File: src/rtl/pump_pkg.sv
package pump_pkg;
  localparam int unsigned NUM_SENSORS = 4;
  // bit positions of the sensor vector
  localparam int unsigned IDX_CIS_LO  = 0;
  localparam int unsigned IDX_CIS_HI  = 1;
  localparam int unsigned IDX_TANK_LO = 2;
  localparam int unsigned IDX_TANK_HI = 3;

  typedef struct packed {
    logic tank_hi;
    logic tank_lo;
    logic cis_hi;
    logic cis_lo;
  } levels_t;
endpackage

File: src/rtl/level_sync.sv
module level_sync #(
  parameter int unsigned STAGES = 2
) (
  input  logic clk_i,
  input  logic rst_ni,
  input  logic d_i,
  output logic q_o
);
  logic [STAGES-1:0] chain_q;

  always_ff @(posedge clk_i or negedge rst_ni) begin
    if (!rst_ni) chain_q <= '0;
    else         chain_q <= {chain_q[STAGES-2:0], d_i};
  end

  assign q_o = chain_q[STAGES-1];
endmodule

File: src/rtl/dwell_filter.sv
module dwell_filter #(
  parameter int unsigned CNT_W = 4
) (
  input  logic             clk_i,
  input  logic             rst_ni,
  input  logic [CNT_W-1:0] dwell_i,
  input  logic             raw_i,
  output logic             level_o
);
  logic [CNT_W-1:0] cnt_q;
  logic             level_q;
  logic             accept;

  // zero dwell treated as one
  assign accept = ({1'b0, cnt_q} + 1'b1) >= {1'b0, dwell_i};

  always_ff @(posedge clk_i or negedge rst_ni) begin
    if (!rst_ni) begin
      cnt_q   <= '0;
      level_q <= 1'b0;
    end else if (raw_i == level_q) begin
      cnt_q <= '0;
    end else if (accept) begin
      cnt_q   <= '0;
      level_q <= raw_i;
    end else begin
      cnt_q <= cnt_q + 1'b1;
    end
  end

  assign level_o = level_q;

  // accepted level only moves toward a differing raw value
  a_r3_move_only_on_diff: assert property (@(posedge clk_i) disable iff (!rst_ni)
    !$stable(level_q) |-> ($past(raw_i) != $past(level_q)));
  // agreement resets the run
  a_r3_agree_holds: assert property (@(posedge clk_i) disable iff (!rst_ni)
    (raw_i == level_q) |=> $stable(level_q));
endmodule

File: src/rtl/pump_fsm.sv
module pump_fsm
  import pump_pkg::*;
(
  input  logic    clk_i,
  input  logic    rst_ni,
  input  levels_t lvl_i,
  output logic    pump_o,
  output logic    lock_o,
  output logic    fault_o
);
  logic pump_q, lock_q, fault_q;
  logic bad, lock_n, pump_n;

  assign bad = (lvl_i.tank_hi & ~lvl_i.tank_lo) | (lvl_i.cis_hi & ~lvl_i.cis_lo);

  always_comb begin
    if (lvl_i.cis_hi)      lock_n = 1'b0;
    else if (!lvl_i.cis_lo) lock_n = 1'b1;
    else                    lock_n = lock_q;

    if (pump_q) pump_n = ~(lvl_i.tank_hi | lock_n);
    else        pump_n = ~lvl_i.tank_lo & ~lock_n;
  end

  always_ff @(posedge clk_i or negedge rst_ni) begin
    if (!rst_ni) begin
      pump_q  <= 1'b0;
      lock_q  <= 1'b1;
      fault_q <= 1'b0;
    end else if (bad) begin
      pump_q  <= 1'b0;
      fault_q <= 1'b1;
    end else begin
      pump_q  <= pump_n;
      lock_q  <= lock_n;
      fault_q <= 1'b0;
    end
  end

  assign pump_o  = pump_q;
  assign lock_o  = lock_q;
  assign fault_o = fault_q;

  a_r10_fault_forces_off: assert property (@(posedge clk_i) disable iff (!rst_ni)
    bad |=> (fault_q && !pump_q && $stable(lock_q)));
  a_r5_stop_on_tank_high: assert property (@(posedge clk_i) disable iff (!rst_ni)
    (pump_q && lvl_i.tank_hi) |=> !pump_q);
  a_r4_start_needs_dry: assert property (@(posedge clk_i) disable iff (!rst_ni)
    $rose(pump_q) |-> ($past(!lvl_i.tank_lo) && !lock_q));
  a_r9_release_needs_full: assert property (@(posedge clk_i) disable iff (!rst_ni)
    $fell(lock_q) |-> $past(lvl_i.cis_hi));
  a_r8_lock_on_empty: assert property (@(posedge clk_i) disable iff (!rst_ni)
    (!lvl_i.cis_lo && !bad) |=> (lock_q && !pump_q));
endmodule

File: src/rtl/pump_ctrl.sv
module pump_ctrl
  import pump_pkg::*;
#(
  parameter int unsigned CNT_W       = 4,
  parameter int unsigned SYNC_STAGES = 2
) (
  input  logic             clk_i,
  input  logic             rst_ni,
  input  logic [CNT_W-1:0] dwell_i,
  input  logic             tank_hi_i,
  input  logic             tank_lo_i,
  input  logic             cis_hi_i,
  input  logic             cis_lo_i,
  output logic             pump_on_o,
  output logic             lockout_o,
  output logic             fault_o
);
  logic [NUM_SENSORS-1:0] raw, synced, stable;
  levels_t                lvl;

  assign raw[IDX_CIS_LO]  = cis_lo_i;
  assign raw[IDX_CIS_HI]  = cis_hi_i;
  assign raw[IDX_TANK_LO] = tank_lo_i;
  assign raw[IDX_TANK_HI] = tank_hi_i;

  for (genvar i = 0; i < NUM_SENSORS; i++) begin : g_sense
    level_sync #(.STAGES(SYNC_STAGES)) u_sync (
      .clk_i (clk_i),
      .rst_ni(rst_ni),
      .d_i   (raw[i]),
      .q_o   (synced[i])
    );
    dwell_filter #(.CNT_W(CNT_W)) u_filt (
      .clk_i  (clk_i),
      .rst_ni (rst_ni),
      .dwell_i(dwell_i),
      .raw_i  (synced[i]),
      .level_o(stable[i])
    );
  end

  assign lvl = levels_t'(stable);

  pump_fsm u_fsm (
    .clk_i  (clk_i),
    .rst_ni (rst_ni),
    .lvl_i  (lvl),
    .pump_o (pump_on_o),
    .lock_o (lockout_o),
    .fault_o(fault_o)
  );
endmodule

File: config.mk
export PLATFORM = sky130hd
export DESIGN_NAME = pump_ctrl
export DESIGN_NICKNAME = d
export VERILOG_FILES = /design/src/rtl/pump_pkg.sv /design/src/rtl/level_sync.sv /design/src/rtl/dwell_filter.sv /design/src/rtl/pump_fsm.sv /design/src/rtl/pump_ctrl.sv
export SDC_FILE = /design/constraint.sdc
export NUM_CORES = 1
export LEC_CHECK = 0
export BUFFER_PORTS_ARGS = -buffer_cell sky130_fd_sc_hd__clkbuf_2
export CORE_ASPECT_RATIO = 0.9
export CORE_UTILIZATION = 45
export CTS_CLUSTER_SIZE = 40
export DETAILED_ROUTE_END_ITERATION = 8
export GPL_TIMING_DRIVEN = 0
export PLACE_DENSITY = 0.64
export SLEW_MARGIN = 20
export SYNTH_ARGS = -nofsm -noshare
export SYNTH_HDL_FRONTEND = slang
export SYNTH_SLANG_ARGS = --single-unit
File: constraint.sdc
create_clock -name clk_i -period 2.5 [get_ports clk_i]
set_clock_uncertainty 0.1 [all_clocks]
set_input_delay 0.125 -clock clk_i [delete_from_list [all_inputs] [get_ports clk_i]]
set_output_delay 0.125 -clock clk_i [all_outputs]
set_load 0.005 [all_outputs]
* Word-level counts from Yosys, hierarchy flattened
Index checks and enable logic that the tools add are counted.
** Storage, ports and cells
- Register bits :: 31
- Output and inout port bits :: 3
- Word-level logic and storage cells :: 61
- Input bits :: 10
** Cells by class
- Eq/ne operators :: 4
- Multiplexer cells :: 13
- Order comparisons :: 4
- Bitwise logic cells :: 13
- $add $sub $neg :: 8
- Reductions and logical operators :: 4
** Operator list (number)
- $mux 4 :: 8
- $add 4x1->5 const B :: 4
- $ge 5x4->1 :: 4
- $add 4x1->4 const B :: 4
- $not 1->1 :: 8
- $reduce_and 2->1 :: 4
- $mux 1 :: 5
- $eq 1x1->1 :: 4
- $and 1x1->1 :: 3
- $or 1x1->1 :: 2

* Logic depth before layout (Yosys ltp)
- Word-level depth :: 6
- Depth in mapped cells :: 7
- Depth with buffers taken out :: 7

* Modules after synthesis
From an unflattened synthesis, not the netlist that was laid out.
** Second synthesis, totals
- Cell total of the unflattened synthesis :: 139
- Area, all modules :: 1577.8 um^2
** Modules (own cells, without submodules)
- dwell_filter :: instances 4, area each 310.3 um^2, sequential area each 125.1 um^2, cells each 30
- level_sync :: instances 4, area each 50.0 um^2, sequential area each 50.0 um^2, cells each 2
- pump_fsm :: instances 1, area each 136.4 um^2, sequential area each 76.3 um^2, cells each 11

* Worst setup path before layout
Ideal clock, no wire load.
- Path type :: reg-to-reg
- From :: register g_sense[2].u_filt.cnt_q[0]
- To :: register g_sense[2].u_filt.level_q
- Required time :: 2275 ps
- Path slack :: 432 ps
- Arrival time :: 1843 ps
- Clock period less this slack :: 2068 ps
- Buffers on the path :: 0
- Stages on the path, launching flop included :: 8
- Setup time :: 125 ps
- Cell sequence :: dfrtp_1 ha_1 xor2_1 ha_1 a21oi_1 o21ai_1 a211oi_1 mux2_2
** Between the ends
- Word-level cells in the longest chain between the ends :: 3
** RTL lines
- start, declared :: RTL line dwell_filter.sv:10 : logic [CNT_W-1:0] cnt_q;
- start signal, assigned :: RTL line dwell_filter.sv:27 : cnt_q <= cnt_q + 1'b1;
- $add 4x1->5 :: RTL line dwell_filter.sv:15 : assign accept = ({1'b0, cnt_q} + 1'b1) >= {1'b0, dwell_i};
- $ge 5x4->1 :: RTL line dwell_filter.sv:15
- $reduce_and 2->1 (no line)
- end signal, assigned :: RTL line dwell_filter.sv:25 : level_q <= raw_i;
- end, declared :: RTL line dwell_filter.sv:11 : logic level_q;
No other way between the ends.
A chain may end at the register's enable or synchronous reset.

* Final worst setup path
- From :: register g_sense[1].u_filt.cnt_q[0]
- To :: register g_sense[1].u_filt.level_q
** Between the ends
- Word-level cells in the longest chain between the ends :: 3
** RTL lines (RTL line)
- start, declared :: dwell_filter.sv:10
- start signal, assigned :: dwell_filter.sv:27
- $add 4x1->5 :: dwell_filter.sv:15
- $ge 5x4->1 :: dwell_filter.sv:15
- $reduce_and 2->1 (no line)
- end signal, assigned :: dwell_filter.sv:25
- end, declared :: dwell_filter.sv:11
No other way between the ends.

==> flow_summary.yaml <==
routing:
  drcViolationCount: 0
  initialDrtViolationCount: 24
  vias_per_cell: 5.04
  dr.pass1.iters: 3
  wl_mm: 2.45
  wire_per_inst_um: 12.3
  ant_nets: 0
  vias: 1003
setup_path:
  rrSetupSlack_ns: 0.25
  crit_fanout: 4
  critPathArrivalTime_ns: 2.32
  startpoint: "g_sense[1].u_filt.cnt_q[0]"
  r2r_cells: 7
  cpMostUsedCell: "ha_1"
  worst_ep_required_time_ns: 2.56
  end_kind: "flip-flop"
  r2r-end: "g_sense[1].u_filt.level_o"
  worstPathCellList: "ha_1 > xor2_1 > ha_1 > a21oi_1 > o21ai_1 > a211oi_1 > mux2_2"
  crit_end: "g_sense[1].u_filt.level_o"
  rr_startpoint: "g_sense[1].u_filt.cnt_q[0]"
  path_class: "reg2reg"
  critPathLaunchType: "flip-flop"
  slowest_stage: "dfrtp_1"
  max_stage_delay_ns: 0.42
placement:
  dp.cells: 186
  io_buffer_count: 12
  place.gp.congestion: 0.736
  dp_slack_ns: 0.241
  dpl.hpwl_mm: 1.82
  placed_cell_area_um2: 1650
synth:
  syn_avg_cell_area_um2: 11.7
  yosys.area.top_type_share: 0.487
  synth-edff-count: 0
  synth.distinct_cells: 21
  ys.warnings.count: 0
  synth_nets: 162
  synth_area_leaders: "dfrtp_1 (49%), ha_1 (16%), xnor2_1 (4.5%)"
  synth_seq_cells: 31
  synth_top_cell_by_area: "dfrtp_1"
  syn_area_um2: 1540
  ys.flop_type: "dfrtp_1"
  seq_area_frac_synth: 0.504
  async_flop_share: 1.00
  netlist_instances: 132
cells_and_area:
  regArea_um2: 777
  mostFrequentLayoutCells: "dfrtp_1 (30), ha_1 (20), clkbuf_2 (12)"
  num_antenna_cells: 0
  fin_nets: 186
  final_cells: 199
  multi_input_area_um2: 731
  final_common_cell: "dfrtp_1"
  final_cell_area_um2: 1800
  drive_above_1_share: 0.172
  fin_util: 0.571
  syn2layout_area_growth_pct: 17.0
  fillers: 277
timing:
  rsz0062_at_grt: "no"
  finalCritPeriodShare: 0.901
  hold_violations: 0
  fmax_ghz: 0.444
  setup_violations: 0
  setup_tns_ns: 0
  fin_crit_ns: 2.25
  tightest_slew_ns: 0.763
  slew_violations: 0
  slew_headroom: 0.492
  layout_setup_ws_ns: 0.247
  hold_slack_ns: 0.247
grt:
  grt_pass1_vias: 932
  grt_pass1_wl_mm: 4.13
  antenna_found_initial: 0
  grt_usage: 0.158
  gr-total-overflow: 0
  grt_max_degree: 32
floorplanning:
  num_io_pins: 13
  die_area_um2: 3660
  initial_core_util: 0.488
  core_area_um2: 3160
  rows: 19
  die_y_um: 57.5
  die_width_um: 63.7
pwr:
  vdd.ir_drop.worst_mv: 0.496
  finalPower_mw: 1.77
  p_per_area_nw_per_um2: 982
  p_leak_nw: 0.928
run:
  maxCapViolCount: 0
cts:
  h-tree-depth: 2
  path_clk_slew_ns: 0.06
  clkSinkCount: 31
  cts_setup_buffers: 0
  cts_root_buffer: "clkbuf_8"
  clkLatencyLatePin_ns: 0.28
  cts_tree: "yes"
  numCtsBuffers: 5
  clk_path_buf_depth: 2
min_path:
  hold_class: "reg2reg"
run_status:
  run_status: "finished clean"
[critical path, delay by kind of cell (launching register included)]
kind | cells | cell delay, ns
mux | 1 | 0.37
compound gates | 3 | 0.53
flops | 1 | 0.42
fa+ha+maj | 2 | 0.51
xor+xnor | 1 | 0.22
[final cells by class]
cell class,instances,share of cell area
Tap cell,42,0.0291
Timing Repair Buffer,17,0.0610
Multi-Input combinational cell,92,0.405
Clock buffer,8,0.0555
Sequential cell,31,0.431
Inverter,9,0.0187
[flip-flops by register name, summed over array words and instances (netlist names)]
name                    cells
g_sense.u_filt.cnt_q       16
g_sense.u_filt.level_o      4
u_fsm.pump_o                1
u_fsm.fault_o               1
g_sense.u_sync.chain_q      8
u_fsm.lock_o                1
[power by group]
| group | total [mW] | internal, mW | switching, mW |
|---|---|---|---|
| logic | 0.608 | 0.300 | 0.308 |
| registers | 0.742 | 0.634 | 0.108 |
| clock network | 0.421 | 0.251 | 0.170 |
[cell families (layout without fill, tap and decap cells)]
| kind of cell | Yosys count | after routing | synth area share |
|---|---|---|---|
| and+or+nand+nor | 36 | 36 | 0.124 |
| DFF | 31 | 31 | 0.504 |
| adders and majority gates | 20 | 20 | 0.162 |
| AOI/OAI and AO/OA | 20 | 20 | 0.0901 |
| xor gates and xnor gates | 12 | 12 | 0.0682 |
| buffers and inverters | 9 | 34 | 0.0219 |
| muxes | 4 | 4 | 0.0292 |
[synth_stat cells, types with 2 or more instances]
cell type,count
xor2_1,4
o21ai_1,4
ha_1,20
nor2_1,8
nand3_1,4
dfrtp_1,30
a2111o_1,4
mux2_2,4
inv_1,9
a211oi_1,4
a21oi_1,6
and3_1,3
xnor2_1,8
nand2_1,6
nor2b_1,11
nor2b_2,2
[worst min-delay path by stage]
stage,from,endpoint,slack (ns),depth (start not counted)
2_1_floorplan,rst_ni,g_sense[0].u_filt.cnt_q[0],-0.27,0
3_3_place_gp,rst_ni,g_sense[1].u_filt.cnt_q[1],0.12,1
3_5_place_dp,tank_hi_i,g_sense[3].u_sync.chain_q[0],0.13,1
4_1_cts,g_sense[2].u_sync.chain_q[0],g_sense[2].u_sync.chain_q[1],0.25,0
5_1_grt,g_sense[3].u_sync.chain_q[0],g_sense[3].u_sync.chain_q[1],0.26,0
6_report,g_sense[0].u_sync.chain_q[0],g_sense[0].u_sync.chain_q[1],0.25,0
[layer usage]
layer | routed length (µm) | share of wire | track usage
met4 | 51 | 0.021 | 0.0974
met3 | 69 | 0.028 | 0.0540
met2 | 1150 | 0.47 | 0.240
met1 | 1170 | 0.48 | 0.194
met5 | 0 | 0 | 0
[timing repair]
action	CTS	global route
endpoints found under the setup margin	0	0
hold buffers	5	0
endpoints found under the hold margin	34	0
gates resized for setup	0	0
Power figures use the tool's default switching activity.
